**config.mk**
```make
export PLATFORM = sky130hd
export DESIGN_NAME = seq_mul
export DESIGN_NICKNAME = d
export VERILOG_FILES = /design/src/rtl/smul_pkg.sv /design/src/rtl/smul_prep.sv /design/src/rtl/smul_ctrl.sv /design/src/rtl/smul_iter.sv /design/src/rtl/seq_mul.sv
export SDC_FILE = /design/constraint.sdc
export NUM_CORES = 1
export LEC_CHECK = 0
export BUFFER_PORTS_ARGS = -buffer_cell sky130_fd_sc_hd__buf_2
export CORE_MARGIN = 2
export CORE_UTILIZATION = 55
export CTS_BUF_LIST = sky130_fd_sc_hd__clkbuf_8
export DETAILED_ROUTE_END_ITERATION = 16
export HOLD_SLACK_MARGIN = 0.12
export PLACE_DENSITY = 0.78
export SLEW_MARGIN = 5
export SYNTH_ARGS = -nofsm -noshare
export SYNTH_HDL_FRONTEND = slang
export SYNTH_SLANG_ARGS = --single-unit
```
**constraint.sdc**
```tcl
create_clock -name clk -period 6.3 [get_ports clk]
set_clock_uncertainty 0.05 [all_clocks]
set_input_delay 0.945 -clock clk [delete_from_list [all_inputs] [get_ports clk]]
set_output_delay 0.945 -clock clk [all_outputs]
set_load 0.1 [all_outputs]
```
**src/rtl/smul_pkg.sv**
```systemverilog
package smul_pkg;

    // Default operand width; the product is twice as wide.
    parameter int unsigned MUL_W = 32;

    typedef enum logic [1:0] {
        ST_IDLE = 2'd0,
        ST_RUN  = 2'd1,
        ST_FIX  = 2'd2,
        ST_DONE = 2'd3
    } smul_state_t;

endpackage

```
**src/rtl/smul_prep.sv**
```systemverilog
module smul_prep #(
    parameter int unsigned W = smul_pkg::MUL_W
) (
    input  logic [W-1:0] a_in,
    input  logic [W-1:0] b_in,
    input  logic         signed_sel,
    output logic [W-1:0] a_mag,
    output logic [W-1:0] b_mag,
    output logic         neg_res
);

    logic a_neg;
    logic b_neg;

    always_comb begin
        a_neg   = signed_sel & a_in[W-1];
        b_neg   = signed_sel & b_in[W-1];
        // Two's complement negation; the most negative value maps to 2^(W-1) unsigned.
        a_mag   = a_neg ? (~a_in + W'(1)) : a_in;
        b_mag   = b_neg ? (~b_in + W'(1)) : b_in;
        neg_res = a_neg ^ b_neg;
    end

endmodule

```
**src/rtl/smul_ctrl.sv**
```systemverilog
module smul_ctrl
    import smul_pkg::*;
#(
    parameter int unsigned W = smul_pkg::MUL_W
) (
    input  logic clk,
    input  logic rst,
    input  logic start,
    output logic load,
    output logic step,
    output logic fix,
    output logic busy,
    output logic done
);

    localparam int unsigned CW = $clog2(W);
    localparam logic [CW-1:0] LAST = CW'(W - 1);

    smul_state_t   state_q;
    logic [CW-1:0] iter_q;

    always_comb begin
        load = (state_q == ST_IDLE) && start;
        step = (state_q == ST_RUN);
        fix  = (state_q == ST_FIX);
        busy = (state_q != ST_IDLE);
        done = (state_q == ST_DONE);
    end

    always_ff @(posedge clk) begin
        if (rst) begin
            state_q <= ST_IDLE;
            iter_q  <= '0;
        end else begin
            case (state_q)
                ST_IDLE: begin
                    if (start) begin
                        state_q <= ST_RUN;
                        iter_q  <= '0;
                    end
                end
                ST_RUN: begin
                    iter_q <= iter_q + CW'(1);
                    if (iter_q == LAST) begin
                        state_q <= ST_FIX;
                    end
                end
                ST_FIX:  state_q <= ST_DONE;
                default: state_q <= ST_IDLE;
            endcase
        end
    end

    // done is a single-cycle pulse and the block is idle right after it
    a_r3_done_pulse: assert property (@(posedge clk) disable iff (rst)
        done |=> (!done && !busy));

    // the iteration counter advances by one on each run cycle
    a_r3_count_step: assert property (@(posedge clk) disable iff (rst)
        (step && iter_q != LAST) |=> (step && iter_q == $past(iter_q) + CW'(1)));

    // an accepted start makes the block busy on the next cycle
    a_r2_start_busy: assert property (@(posedge clk) disable iff (rst)
        (start && !busy) |=> (busy && !done));

    // a start during the run does not restart the count
    a_r8_no_restart: assert property (@(posedge clk) disable iff (rst)
        (start && step && iter_q != LAST) |=> (iter_q != '0));

endmodule

```
**src/rtl/smul_iter.sv**
```systemverilog
module smul_iter #(
    parameter int unsigned W = smul_pkg::MUL_W
) (
    input  logic           clk,
    input  logic           rst,
    input  logic           load,
    input  logic           step,
    input  logic [W-1:0]   a_mag,
    input  logic [W-1:0]   b_mag,
    output logic [2*W-1:0] acc
);

    localparam int unsigned PW = 2 * W;

    logic [W-1:0] mcand_q;
    logic [PW-1:0] acc_q;
    logic [W:0]   sum;

    // One W-bit add per iteration; the carry becomes the new top bit.
    always_comb begin
        sum = {1'b0, acc_q[PW-1:W]} + {1'b0, (acc_q[0] ? mcand_q : '0)};
    end

    always_ff @(posedge clk) begin
        if (rst) begin
            mcand_q <= '0;
            acc_q   <= '0;
        end else if (load) begin
            mcand_q <= a_mag;
            acc_q   <= {{W{1'b0}}, b_mag};
        end else if (step) begin
            acc_q   <= {sum, acc_q[W-1:1]};
        end
    end

    assign acc = acc_q;

    // load clears the upper half and seats the multiplier magnitude below it
    a_r4_load_seat: assert property (@(posedge clk) disable iff (rst)
        load |=> (acc_q[PW-1:W] == '0 && acc_q[W-1:0] == $past(b_mag)));

    // a zero test bit only shifts the register, nothing is added
    a_r5_no_add: assert property (@(posedge clk) disable iff (rst)
        (step && !acc_q[0]) |=> (acc_q == {1'b0, $past(acc_q[PW-1:1])}));

endmodule

```
**src/rtl/seq_mul.sv**
```systemverilog
module seq_mul
    import smul_pkg::*;
#(
    parameter int unsigned W = smul_pkg::MUL_W
) (
    input  logic           clk,
    input  logic           rst,
    input  logic           start,
    input  logic [W-1:0]   mcand_in,
    input  logic [W-1:0]   mplier_in,
    input  logic           signed_sel,
    output logic           busy,
    output logic           done,
    output logic [2*W-1:0] product
);

    localparam int unsigned PW = 2 * W;

    logic          load;
    logic          step;
    logic          fix;
    logic [W-1:0]  a_mag;
    logic [W-1:0]  b_mag;
    logic          neg_now;
    logic          neg_q;
    logic [PW-1:0] acc;
    logic [PW-1:0] res_q;

    smul_prep #(.W(W)) u_prep (
        .a_in       (mcand_in),
        .b_in       (mplier_in),
        .signed_sel (signed_sel),
        .a_mag      (a_mag),
        .b_mag      (b_mag),
        .neg_res    (neg_now)
    );

    smul_ctrl #(.W(W)) u_ctrl (
        .clk   (clk),
        .rst   (rst),
        .start (start),
        .load  (load),
        .step  (step),
        .fix   (fix),
        .busy  (busy),
        .done  (done)
    );

    smul_iter #(.W(W)) u_iter (
        .clk   (clk),
        .rst   (rst),
        .load  (load),
        .step  (step),
        .a_mag (a_mag),
        .b_mag (b_mag),
        .acc   (acc)
    );

    // Sign fix: 64-bit negation of the magnitude product when signs differed.
    always_ff @(posedge clk) begin
        if (rst) begin
            neg_q <= 1'b0;
            res_q <= '0;
        end else begin
            if (load) begin
                neg_q <= neg_now;
            end
            if (fix) begin
                res_q <= neg_q ? (~acc + PW'(1)) : acc;
            end
        end
    end

    assign product = res_q;

    // a negated nonzero result is negative
    a_r6_neg_sign: assert property (@(posedge clk) disable iff (rst)
        (fix && neg_q && acc != '0) |=> product[PW-1]);

    // the result only changes when a completion is being formed
    a_r10_hold: assert property (@(posedge clk) disable iff (rst)
        !fix |=> $stable(product));

endmodule

```
After elaboration in Yosys (flattened, before gate mapping):

Cells that the tools add are included.

* register bits after elaboration: 168
* word-level logic and storage cells: 43

* add/sub/neg operators: 5
* equality and inequality tests: 6
* multiplexer cells: 11
* bitwise logic cells: 6
* reduce and logical (&&, ||, !) cells: 8

Operator list (count)
* two-way mux 32 bit: 5
* adder 32 x 1 -> 32 bit (second input constant): 2
* adder 64 x 1 -> 64 bit (second input constant): 1
* two-way mux 64 bit: 1
* inverter 32 bit: 2
* inverter 64 bit: 1
* adder 32 x 32 -> 33 bit: 1
* one-hot mux 5 bit (2 select lines): 1
* one-hot mux 2 bit (3 select lines): 1
* nonzero test 2 bit: 3
* adder 5 x 1 -> 5 bit (second input constant): 1
* equality test 5 bit (second input constant): 1
* two-way mux 5 bit: 1
* equality test 2 bit (second input constant): 2
* two-way mux 2 bit: 2
* AND reduction 2 bit: 2
* AND 1 bit: 2
* equality test 2 x 1 -> 1 bit (second input constant): 1
* logical NOT 2 bit: 1
* inequality test 2 x 1 -> 1 bit (second input constant): 1
* inequality test 2 bit (second input constant): 1
* OR reduction 2 bit: 1
* logical AND 1 bit: 1
* XOR 1 bit: 1

Longest topological paths before layout:

Gate-level depths: netlist of run 1.

* word-level depth: 4
* depth in mapped cells: 15

Hierarchy:

From an unflattened synthesis of run 1, not the netlist that was laid out.

* cells, all modules: 1418
* area total of the unflattened synthesis: 11626.2 um^2

By module, submodules not included
* smul_iter: instances 1, cells each 653, area an instance 5557.8 um^2
* seq_mul: instances 1, cells each 483, area an instance 4045.1 um^2
* smul_prep: instances 1, cells each 234, area an instance 1586.5 um^2
* smul_ctrl: instances 1, cells each 48, area an instance 436.7 um^2

Worst setup path before layout of run 1:

No wires, ideal clock.

* path type: input -> register
* from: in mplier_in[1]
* to: reg u_iter.acc_q[29], in the netlist u_iter.acc[29]
* data arrival time: 3549 ps
* required time: 6164 ps
* path slack: 2615 ps
* stages: 10
* cell sequence: or4_1 > or4_1 > nor4_1 > nand2_1 > nor3b_1 > nand3b_1 > o41ai_1 > xnor2_1 > nor2_1 > a211oi_1

* longest elaborated chain between the ends: 4

RTL lines
* start, declared: RTL line seq_mul.sv:10 `input logic [W-1:0] mplier_in,`
* inverter 32 bit: RTL line smul_prep.sv:20 `b_mag = b_neg ? (~b_in + W'(1)) : b_in;`
* adder 32 x 1 -> 32 bit: RTL line smul_prep.sv:20
* two-way mux 32 bit: RTL line smul_prep.sv:20
* two-way mux 32 bit: RTL line smul_iter.sv:28 `end else if (load) begin`
* end signal, assigned: RTL line smul_iter.sv:30 `acc_q <= {{W{1'b0}}, b_mag};`
* end signal, assigned: RTL line smul_iter.sv:32 `acc_q <= {sum, acc_q[W-1:1]};`
* end, declared: RTL line smul_iter.sv:16 `logic [PW-1:0] acc_q;`

No other way between the ends.
A chain may end at the register's enable or synchronous reset.

Worst setup path in the final report of run 1:

* from: reg u_iter.acc_q[0], in the netlist u_iter.acc[0]
* to: reg u_iter.acc_q[56], in the netlist u_iter.acc[56]

* longest elaborated chain between the ends: 2

RTL lines
* two-way mux 32 bit: RTL line smul_iter.sv:21 `sum = {1'b0, acc_q[PW-1:W]} + {1'b0, (acc_q[0] ? mcand_q : '0)};`
* adder 32 x 32 -> 33 bit: RTL line smul_iter.sv:21

No other way between the ends.

==> run_results.csv, run 1 <==
group,metric,value,unit
synthesis,yosysWarnings,0,
detailed_routing,ant_nets,0,
layout,diodes,0,
placed_design,hpwl,18.3,mm
layout,area_delta_synth_final,11.4,%
clocking,cts.repair.resized,0,
worst_setup_path,arrival,4240,ps
timing,finalWorstPathRequiredPeriod,3980,ps
floorplan,start_util,55.6,%
timing,slew_violations,0,
pwr,p_comb_share,52.4,%
pwr,seqPwrFrac,31.4,%
pwr,switchingPower,0.00279,W
synthesis,synth_cell_type_count,54,
placed_design,pre_cts_ws,2100,ps
detailed_routing,drt_iter0_markers,635,
placed_design,globalplace.congestion,0.936,
worst_setup_path,critPathCaptureType,"flip-flop",
detailed_routing,routed_wl,24.8,mm
timing,period_share,63.2,%
global_route,grt_first_pass_wirelength,40.1,mm
clocking,cts_tree,"built",
clocking,cts_buffer_depth,2,
synthesis,synthArstFlopShare,0,%
global_route,antenna_found_initial,1,
worst_setup_path,cp.required,6560,ps
clocking,cts_setup_buffers,0,
pwr,ir_worst_vdd,0.261,mV
floorplan,die_h,141,µm
timing,setup_viol,0,
synthesis,synth.largest_area_cell,"dfxtp_1",
min_path,holdCritPathClass,"reg -> reg",
worst_setup_path,path_class,"reg -> reg",
timing,tns,0,ps
synthesis,synthesis.area,10300,µm²
worst_setup_path,crit_top_cell,"a21o_1",
clocking,cts_made_buffers,17,
detailed_routing,drc,0,
synthesis,ys_ff_latch,168,
clocking,htree_levels,4,
synthesis,synth.avg_cell_area,8.32,µm²
synthesis,netlist_top_cells_area,"dfxtp_1 33%, xor2_1 9.2%, a211oi_1 8.9%",
timing,rsz0062_at_grt,"no",
layout,drive_above_1_share,14.1,%
flow_run,drv_cap,0,
clocking,clock_latency,460,ps
synthesis,synth_ff_type,"dfxtp_1",
synthesis,syn-instance-count,1241,
synthesis,ys_seq_area_share,32.6,%
global_route,overflow,0,
timing,worstMarginPinSlew,1160,ps
detailed_routing,viasPerCell,5.77,
floorplan,die_width,141,µm
min_path,hp-start,"u_iter.mcand_q[31]",
synthesis,yosysMostFrequentCell,"nor2_1",
timing,finalWorstSetupSlack,2320,ps
clocking,cts.sinks,168,
detailed_routing,drt-pass1-iter-count,5,
outcome,status,"complete, no violations",
pwr,swShare,52.3,%
worst_setup_path,worstPathCellList,"and2_1 -> ha_1 -> a21o_1 -> a21o_1 -> a2111o_1 -> a21o_1 -> a21bo_2 -> a211oi_1 -> o21ai_0 -> xor2_1 -> mux2i_1 -> nor2_1",
synthesis,synth_edf_count,0,
floorplan,die-area,19900,µm²
layout,layout.nets,1430,
floorplan,num_rows,50,
worst_setup_path,cpMaxStageDelayCell,"dfxtp_1",
synthesis,synth_commonest_cells,"190 x nor2_1, 168 x dfxtp_1, 123 x a211oi_1, 108 x xor2_1, 63 x clkbuf_1",
synthesis,synth_top_cell_area_share,32.6,%
clocking,ctsHoldBuffers,0,
floorplan,pin_count,134,
synthesis,synth_fp_nets,1351,
worst_setup_path,r2r_start,"u_iter.acc[0]",
worst_setup_path,startpoint,"u_iter.acc[0]",
pwr,p_int,0.00254,W
placed_design,portBuffers,133,
worst_setup_path,critical-path-max-stage-delay,900,ps
pwr,p_clk_share,16.2,%
global_route,grt_max_degree,80,
timing,maxSlewHeadroom,22.7,%
worst_setup_path,startpoint_type,"flip-flop",
pwr,powerDensity,464,nW/µm²
pwr,leakagePower,4.73,nW
timing,finalHoldViolations,0,
clocking,cts.clk_slew.worst_paths,90,ps
detailed_routing,via_count,9046,
floorplan,coreArea,18600,µm²
global_route,grt_usage,24.5,%
global_route,grt_pass1_vias,8016,
detailed_routing,wl_per_cell,15.8,µm
clocking,root_buffer,"clkbuf_8",
timing,fmax,251,MHz
worst_setup_path,crit_path_max_fanout,36,
timing,timing.hold.ws,413,ps
[layer usage]
| layer | up-vias | global-route usage [%] | part of all wire [%] |
|---|---|---|---|
| met2 | 259 | 34.8 | 41 |
| met1 | 4116 | 38.4 | 52 |
| li1 | 4636 | - | - |
| met3 | 33 | 3.29 | 5.5 |
| met4 | 2 | 6.42 | 1.4 |
| met5 | - | 0 | 0.044 |
[power groups by stage]
stage / clock, W / sequential, W / combinational, W
2_1_floorplan: 0 / 0.00266 / 0.00130
3_3_place_gp: 0 / 0.00168 / 0.00274
3_5_place_dp: 0 / 0.00169 / 0.00278
4_1_cts: 0.000878 / 0.00167 / 0.00279
5_1_grt: 0.000921 / 0.00172 / 0.00299
6_report: 0.000865 / 0.00168 / 0.00279
[critical path, delay by kind of cell (launching register included)]
kind	cells	cell delay, ps
compound gates	7	1960
simple gates	2	360
fa+ha+maj	1	250
mux	1	150
xor+xnor	1	170
flops	1	900
[path summary, 6_finish.rpt]
kind         depth (start not counted)  slack (ps)                  to
max reg2reg                         12        2320      u_iter.acc[56]
min reg2reg                          2         410  u_iter.mcand_q[31]
max                                 12        2320      u_iter.acc[56]
min                                  2         410  u_iter.mcand_q[31]
[state kept, by name, indices dropped and copies added, names as in the netlist]
register / cells
u_iter.acc: 64
u_ctrl.iter_q: 5
u_iter.mcand_q: 32
product: 64
neg_q: 1
u_ctrl.state_q: 2
[stage by stage]
step	instances	area, µm²	utilization (%)	total power (W)
floorplan	1241	10300	-	0.00396
CTS	1567	11500	61.9	0.00534
global placement	1535	11100	59.5	0.00442
global route	1567	11500	61.9	0.00563
finish	1567	11500	61.9	0.00533
detailed placement	1535	11100	59.5	0.00448
[kinds of logic (layout without fill, tap and decap cells)]
kind of cell    count (synthesis)  after routing  share of synthesized area, %
simple gates                  394            394                          18.3
buf+inv                        95            187                          3.47
xor+xnor                      148            148                          12.6
mux                            61             61                          5.92
compound gates                333            333                          22.0
fa+ha+maj                      42             42                          5.16
flops                         168            168                          32.6
[cell type report]
type,instances,area [µm²]
fill,1650,7080
multi-input combinational,978,6630
sequential,168,3360
timing repair buffer,137,698
tap,234,293
clock buffer,17,234
clock inverter,15,213
inverter,18,67.6
[layout by cell type, fill, tap and decap left out, types with 10 or more instances in the layout]
master	netlist	routed
a211oi_1	123	123
and3_1	10	10
nand2_1	57	56
xor2_1	108	108
a21o_1	23	23
nand3b_1	10	10
nor3_1	10	10
clkbuf_8	0	17
inv_1	18	18
buf_2	1	132
xnor2_1	40	40
o31ai_1	32	32
or3_1	15	15
o41ai_1	11	11
or4_1	14	14
nand2b_1	10	10
mux2i_1	61	61
ha_1	41	39
nor4_1	13	13
o21ai_0	57	57
a21oi_1	48	48
dfxtp_1	168	167
and2_1	38	37
nor2_1	190	190
Note: power is estimated with default switching activity, not from simulation.
==> inputs of run 2 (changes only) <==
--- a/config.mk
+++ b/config.mk
@@ -5,13 +5,14 @@
 export SDC_FILE = /design/constraint.sdc
 export NUM_CORES = 1
 export LEC_CHECK = 0
+export ABC_AREA = 1
 export BUFFER_PORTS_ARGS = -buffer_cell sky130_fd_sc_hd__buf_2
 export CORE_MARGIN = 2
 export CORE_UTILIZATION = 55
 export CTS_BUF_LIST = sky130_fd_sc_hd__clkbuf_8
 export DETAILED_ROUTE_END_ITERATION = 16
 export HOLD_SLACK_MARGIN = 0.12
-export PLACE_DENSITY = 0.78
+export PLACE_DENSITY = 0.8
 export SLEW_MARGIN = 5
 export SYNTH_ARGS = -nofsm -noshare
 export SYNTH_HDL_FRONTEND = slang
==> constraint.sdc (replaced) <==
create_clock -name clk -period 3.6 [get_ports clk]
set_clock_uncertainty 0.05 [all_clocks]
set_input_delay 0.54 -clock clk [delete_from_list [all_inputs] [get_ports clk]]
set_output_delay 0.54 -clock clk [all_outputs]
set_load 0.1 [all_outputs]
==> run_results.csv, run 2 <==
group,metric,value,unit
timing,fmax,361,MHz
detailed_routing,viasPerCell,5.48,
detailed_routing,routed_wl,42.9,mm
timing,tns,0,ps
detailed_routing,route.met2.wl,17.9,mm
pwr,p_total,0.0117,W
timing,timing.hold.ws,297,ps
synthesis,synth_commonest_cells,"637 x nand2_1, 323 x inv_1, 268 x nor2_1, 177 x nand3_1, 168 x dfxtp_1",
detailed_routing,met1Wirelength,19.7,mm
synthesis,synth_fp_nets,2318,
clocking,cts.clk_slew.worst_paths,110,ps
worst_setup_path,critical-path-max-stage-delay,820,ps
placed_design,globalplace.congestion,0.987,
worst_setup_path,critPathBufInv,3,
synthesis,ys_seq_area_share,26.0,%
global_route,grt_first_pass_wirelength,68.5,mm
detailed_routing,ant_nets,0,
global_route,grt_pass1_vias,12900,
layout,fin_area,14200,µm²
worst_setup_path,startpoint_type,"flip-flop",
flow_run,drv_cap,0,
synthesis,yosysMostFrequentCell,"nand2_1",
pwr,ir_worst_vdd,0.534,mV
synthesis,ys_ff_latch,168,
clocking,cts_setup_buffers,0,
clocking,clock_latency,490,ps
synthesis,netlist_top_cells_area,"dfxtp_1 26%, nand2_1 19%, inv_1 9.4%",
timing,slew_violations,0,
detailed_routing,wl_per_cell,16.3,µm
clocking,ctsHoldBuffers,0,
floorplan,die-area,24700,µm²
pwr,leakagePower,7.47,nW
layout,final-seq-area,3360,µm²
floorplan,num_rows,56,
detailed_routing,drt-pass1-iter-count,6,
timing,rsz0062_at_grt,"no",
clocking,cts.sinks,168,
layout,multi_input_area,7990,µm²
worst_setup_path,crit_path_max_fanout,25,
floorplan,coreArea,23300,µm²
placed_design,dpl_cell_area,13800,µm²
global_route,antenna_found_initial,0,
worst_setup_path,worstPathCellList,"inv_1 -> ha_1 -> buf_4 -> clkinv_1 -> o21ai_0 -> o21ai_0 -> a21oi_1",
floorplan,pin_count,134,
worst_setup_path,critPathTopFamily,"compound AO/OA/AOI/OAI gates",
global_route,grt_usage,35.1,%
detailed_routing,via_count,14400,
synthesis,synth_ff_type,"dfxtp_1",
layout,layout_common_cells,"637 x nand2_1, 322 x inv_1, 267 x nor2_1",
floorplan,die_width,157,µm
layout,fin_util,60.9,%
clocking,cts_buffer_depth,2,
layout,diodes,0,
synthesis,synth.largest_area_cell,"dfxtp_1",
layout,drive_above_1_share,10.3,%
synthesis,syn-instance-count,2208,
floorplan,start_util,55.5,%
clocking,cts_tree,"built",
timing,worstMarginPinSlew,792,ps
global_route,grt_max_degree,65,
timing,period_share,77.0,%
pwr,powerDensity,829,nW/µm²
timing,maxSlewHeadroom,46.6,%
floorplan,die_h,157,µm
timing,setup_viol,0,
placed_design,portBuffers,133,
synthesis,synth_top_cell_area_share,26.0,%
timing,finalWorstPathRequiredPeriod,2770,ps
worst_setup_path,critPathCaptureType,"flip-flop",
synthesis,synth.avg_cell_area,5.85,µm²
placed_design,hpwl,34.2,mm
detailed_routing,drt_iter0_markers,1844,
timing,finalHoldViolations,0,
synthesis,synthesis.area,12900,µm²
layout,layout.nets,2410,
synthesis,synth_cell_type_count,50,
min_path,holdCritPathClass,"in -> reg",
global_route,overflow,0,
detailed_routing,route.met3.wl,4.23,mm
clocking,cts_made_buffers,17,
worst_setup_path,crit_top_cell,"o21ai_0",
synthesis,yosysWarnings,0,
clocking,htree_levels,4,
synthesis,synth_edf_count,0,
layout,area_delta_synth_final,9.64,%
synthesis,synthArstFlopShare,0,%
layout,fillers,2433,
worst_setup_path,arrival,3140,ps
detailed_routing,drc,0,
worst_setup_path,path_class,"reg -> reg",
clocking,cts.repair.resized,0,
layout,final_common_cell,"nand2_1",
worst_setup_path,cpMaxStageDelayCell,"o21ai_0",
detailed_routing,top_layer_used,"met4",
clocking,root_buffer,"clkbuf_8",
outcome,status,"complete, no violations",
worst_setup_path,cp.required,3960,ps
==> run 2: cells by family (layout without fill, tap and decap cells) <==
group,Yosys count,after routing,synth area share (%)
adder cells (fa/ha/maj),42,42,4.13
AO/OA/AOI/OAI,338,338,14.2
AND/OR/NAND/NOR,1200,1200,39.9
XOR/XNOR,53,53,3.59
buffers and inverters,407,511,12.2
flip-flops,168,168,26.0
==> run 2: power by group <==
group	switching, W	internal (W)	total, W
Clock	0.000845	0.000529	0.00137
Combinational	0.00557	0.00178	0.00735
Sequential	0.000586	0.00243	0.00302
Total	0.00700	0.00474	0.0117
==> run 2: path summary, 6_finish.rpt <==
check / depth (start not counted) / slack (ps) / startpoint / end
min reg2reg: 2 / 410 / u_iter.mcand_q[29] / u_iter.mcand_q[29]
max: 7 / 830 / u_ctrl.state_q[1] / u_ctrl.state_q[1]
min: 4 / 300 / mcand_in[28] / u_iter.mcand_q[28]
max reg2reg: 7 / 830 / u_ctrl.state_q[1] / u_ctrl.state_q[1]
==> run 2: per-layer routing <==
metal	vias up	GRT usage, %
li1	7200	-
met2	691	53.0
met3	65	6.00
met4	0	9.91
met1	6467	51.2
met5	-	0
==> run 2: tightest hold or removal path, delay by kind of cell <==
| family | cells | cell delay, ps |
|---|---|---|
| simple gates | 3 | 170 |
| buf+inv | 1 | 90 |
==> run 2: area by class of cell <==
| cell class | instances | area share [%] |
|---|---|---|
| clock buffer | 18 | 1.75 |
| clock inverter | 13 | 0.919 |
| inverter | 332 | 8.84 |
| multi-input combinational | 1633 | 56.4 |
| sequential | 168 | 23.8 |
| tap | 319 | 2.82 |
| timing repair buffer | 148 | 5.49 |
==> run 2: through the flow <==
step                      instances  worst slack [ps]
after floorplan                2208              1380
after global placement         2600               960
after detailed placement       2600               942
after CTS                      2631               987
after global routing           2631               609
final                          2631               826
==> inputs of run 3 (changes only) <==
--- a/config.mk
+++ b/config.mk
@@ -12,7 +12,7 @@
 export CTS_BUF_LIST = sky130_fd_sc_hd__clkbuf_8
 export DETAILED_ROUTE_END_ITERATION = 16
 export HOLD_SLACK_MARGIN = 0.12
-export PLACE_DENSITY = 0.8
+export PLACE_DENSITY = 0.77
 export SLEW_MARGIN = 5
 export SYNTH_ARGS = -nofsm -noshare
 export SYNTH_HDL_FRONTEND = slang
==> constraint.sdc (replaced) <==
create_clock -name clk -period 2.7 [get_ports clk]
set_clock_uncertainty 0.05 [all_clocks]
set_input_delay 0.405 -clock clk [delete_from_list [all_inputs] [get_ports clk]]
set_output_delay 0.405 -clock clk [all_outputs]
set_load 0.1 [all_outputs]
==> run_results.csv, run 3 (synthesized netlist as in run 2, its figures left out) <==
group,metric,value,unit
floorplan,die-area,24700,µm²
worst_setup_path,critPathCaptureType,"flip-flop",
pwr,p_comb_share,62.6,%
pwr,p_int,0.00646,W
global_route,overflow,0,
floorplan,start_util,55.5,%
worst_setup_path,startpoint_type,"flip-flop",
clocking,cts_setup_buffers,0,
pwr,seqPwrFrac,25.3,%
placed_design,dpl_cell_area,13900,µm²
layout,area_delta_synth_final,10.4,%
worst_setup_path,r2r_slack,360,ps
floorplan,coreArea,23300,µm²
timing,timing.hold.ws,178,ps
global_route,antenna_found_initial,1,
layout,layout_common_cells,"637 x nand2_1, 322 x inv_1, 267 x nor2_1",
clocking,cts_buffer_depth,2,
timing,finalHoldViolations,0,
clocking,cts_tree,"built",
timing,setup_viol,0,
clocking,cts_made_buffers,17,
global_route,grt_max_degree,123,
detailed_routing,drc,0,
layout,drive_above_1_share,10.4,%
timing,tns,0,ps
min_path,holdCritPathClass,"in -> reg",
layout,fin_util,61.3,%
timing,slew_violations,0,
global_route,grt_first_pass_wirelength,67.6,mm
outcome,status,"complete, no violations",
worst_setup_path,r2r-end,"u_iter.acc[62]",
clocking,cts.repair.resized,0,
pwr,powerDensity,1110,nW/µm²
timing,rsz0062_at_grt,"no",
placed_design,dp.cells,2604,
timing,period_share,86.6,%
layout,fin_cells,2636,
floorplan,die_h,157,µm
pwr,swShare,59.3,%
layout,multi_input_area,7990,µm²
detailed_routing,drt_iter0_markers,1520,
worst_setup_path,crit_path_max_fanout,33,
detailed_routing,viasPerCell,5.40,
placed_design,globalplace.congestion,0.984,
worst_setup_path,cp.required,3020,ps
timing,finalWorstPathRequiredPeriod,2340,ps
clocking,htree_levels,4,
flow_run,drv_cap,0,
worst_setup_path,crit_end,"u_iter.acc[62]",
pwr,leakagePower,7.51,nW
floorplan,num_rows,56,
clocking,root_buffer,"clkbuf_8",
placed_design,portBuffers,133,
worst_setup_path,path_class,"reg -> reg",
clocking,cts.sinks,168,
placed_design,hpwl,34.4,mm
worst_setup_path,reg2reg_depth,13,
clocking,clock_latency,470,ps
pwr,switchingPower,0.00942,W
global_route,grt_usage,35.1,%
clocking,cts.clk_slew.worst_paths,110,ps
layout,final-seq-area,3360,µm²
detailed_routing,ant_nets,0,
detailed_routing,routed_wl,43.3,mm
layout,fillers,2388,
detailed_routing,drt-pass1-iter-count,6,
pwr,ir_worst_vdd,0.724,mV
floorplan,pin_count,134,
layout,fin_area,14300,µm²
clocking,ctsHoldBuffers,0,
worst_setup_path,startpoint,"u_iter.acc[0]",
timing,maxSlewHeadroom,66.1,%
detailed_routing,wl_per_cell,16.4,µm
worst_setup_path,r2r_start,"u_iter.acc[0]",
global_route,grt_pass1_vias,12600,
worst_setup_path,arrival,2660,ps
layout,layout.nets,2414,
timing,worstMarginPinSlew,509,ps
detailed_routing,via_count,14200,
pwr,p_clk_share,12.1,%
floorplan,die_width,157,µm
timing,fmax,428,MHz
layout,diodes,0,
layout,final_common_cell,"nand2_1",
## run 3: cell count changes in the layout (fill, tap and decap cells not counted), sizes merged
| cell | before | now |
|---|---|---|
| clkinvlp | 1 | 2 |
| clkinv | 8 | 6 |
| buf | 148 | 152 |
| inv | 336 | 337 |
| bufinv | 0 | 1 |
## run 3: metal layers
layer  track usage [%]  wire length, µm
met5                 0                0
met4              12.4             1510
met3              6.58             3480
met2              53.7            18400
met1              49.4            19900
## run 3: metrics by stage
| stage | power [W] | worst slack (ps) |
|---|---|---|
| 3_5_place_dp | 0.0138 | 409 |
| 2_1_floorplan | 0.0114 | 477 |
| 5_1_grt | 0.0169 | 162 |
| 6_report | 0.0159 | 362 |
| 4_1_cts | 0.0157 | 395 |
| 3_3_place_gp | 0.0137 | 455 |
## run 3: power by group through the flow
| stage | combinational, W | clock [W] | sequential [W] |
|---|---|---|---|
| finish | 0.00994 | 0.00192 | 0.00402 |
| global route | 0.0108 | 0.00202 | 0.00409 |
| CTS | 0.00980 | 0.00193 | 0.00398 |
| detailed placement | 0.00974 | 0 | 0.00404 |
| global placement | 0.00965 | 0 | 0.00403 |
| floorplan | 0.00533 | 0 | 0.00605 |
## run 3: layout make-up
type	count	share of cell area [%]
inverter	332	8.78
sequential	168	23.6
clock inverter	14	1.06
timing repair buffer	152	6.02
multi-input combinational	1633	56.0
tap	319	2.80
clock buffer	18	1.74
## run 3: worst min path at each step
stage	from	endpoint	slack, ps	cells after the start
detailed placement	u_iter.mcand_q[22]	u_iter.mcand_q[22]	400	2
CTS	mcand_in[31]	u_iter.mcand_q[31]	170	3
global route	mcand_in[31]	u_iter.mcand_q[31]	180	3
global placement	u_iter.mcand_q[28]	u_iter.mcand_q[28]	390	2
finish	mcand_in[31]	u_iter.mcand_q[31]	180	3
floorplan	u_iter.mcand_q[21]	u_iter.mcand_q[21]	380	2
## run 3: worst max-delay path, cell delays in order (launching register included)
cell and delay (ps):
dfxtp_1 380, buf_12 190, nand2_1 80, inv_1 110, ha_1 310, a21oi_1 250, and2_1 170, nand2_1 90
a21oi_1 210, nand2_1 80, nand2_1 60, nand3_1 120, nand2_1 90, inv_1 30
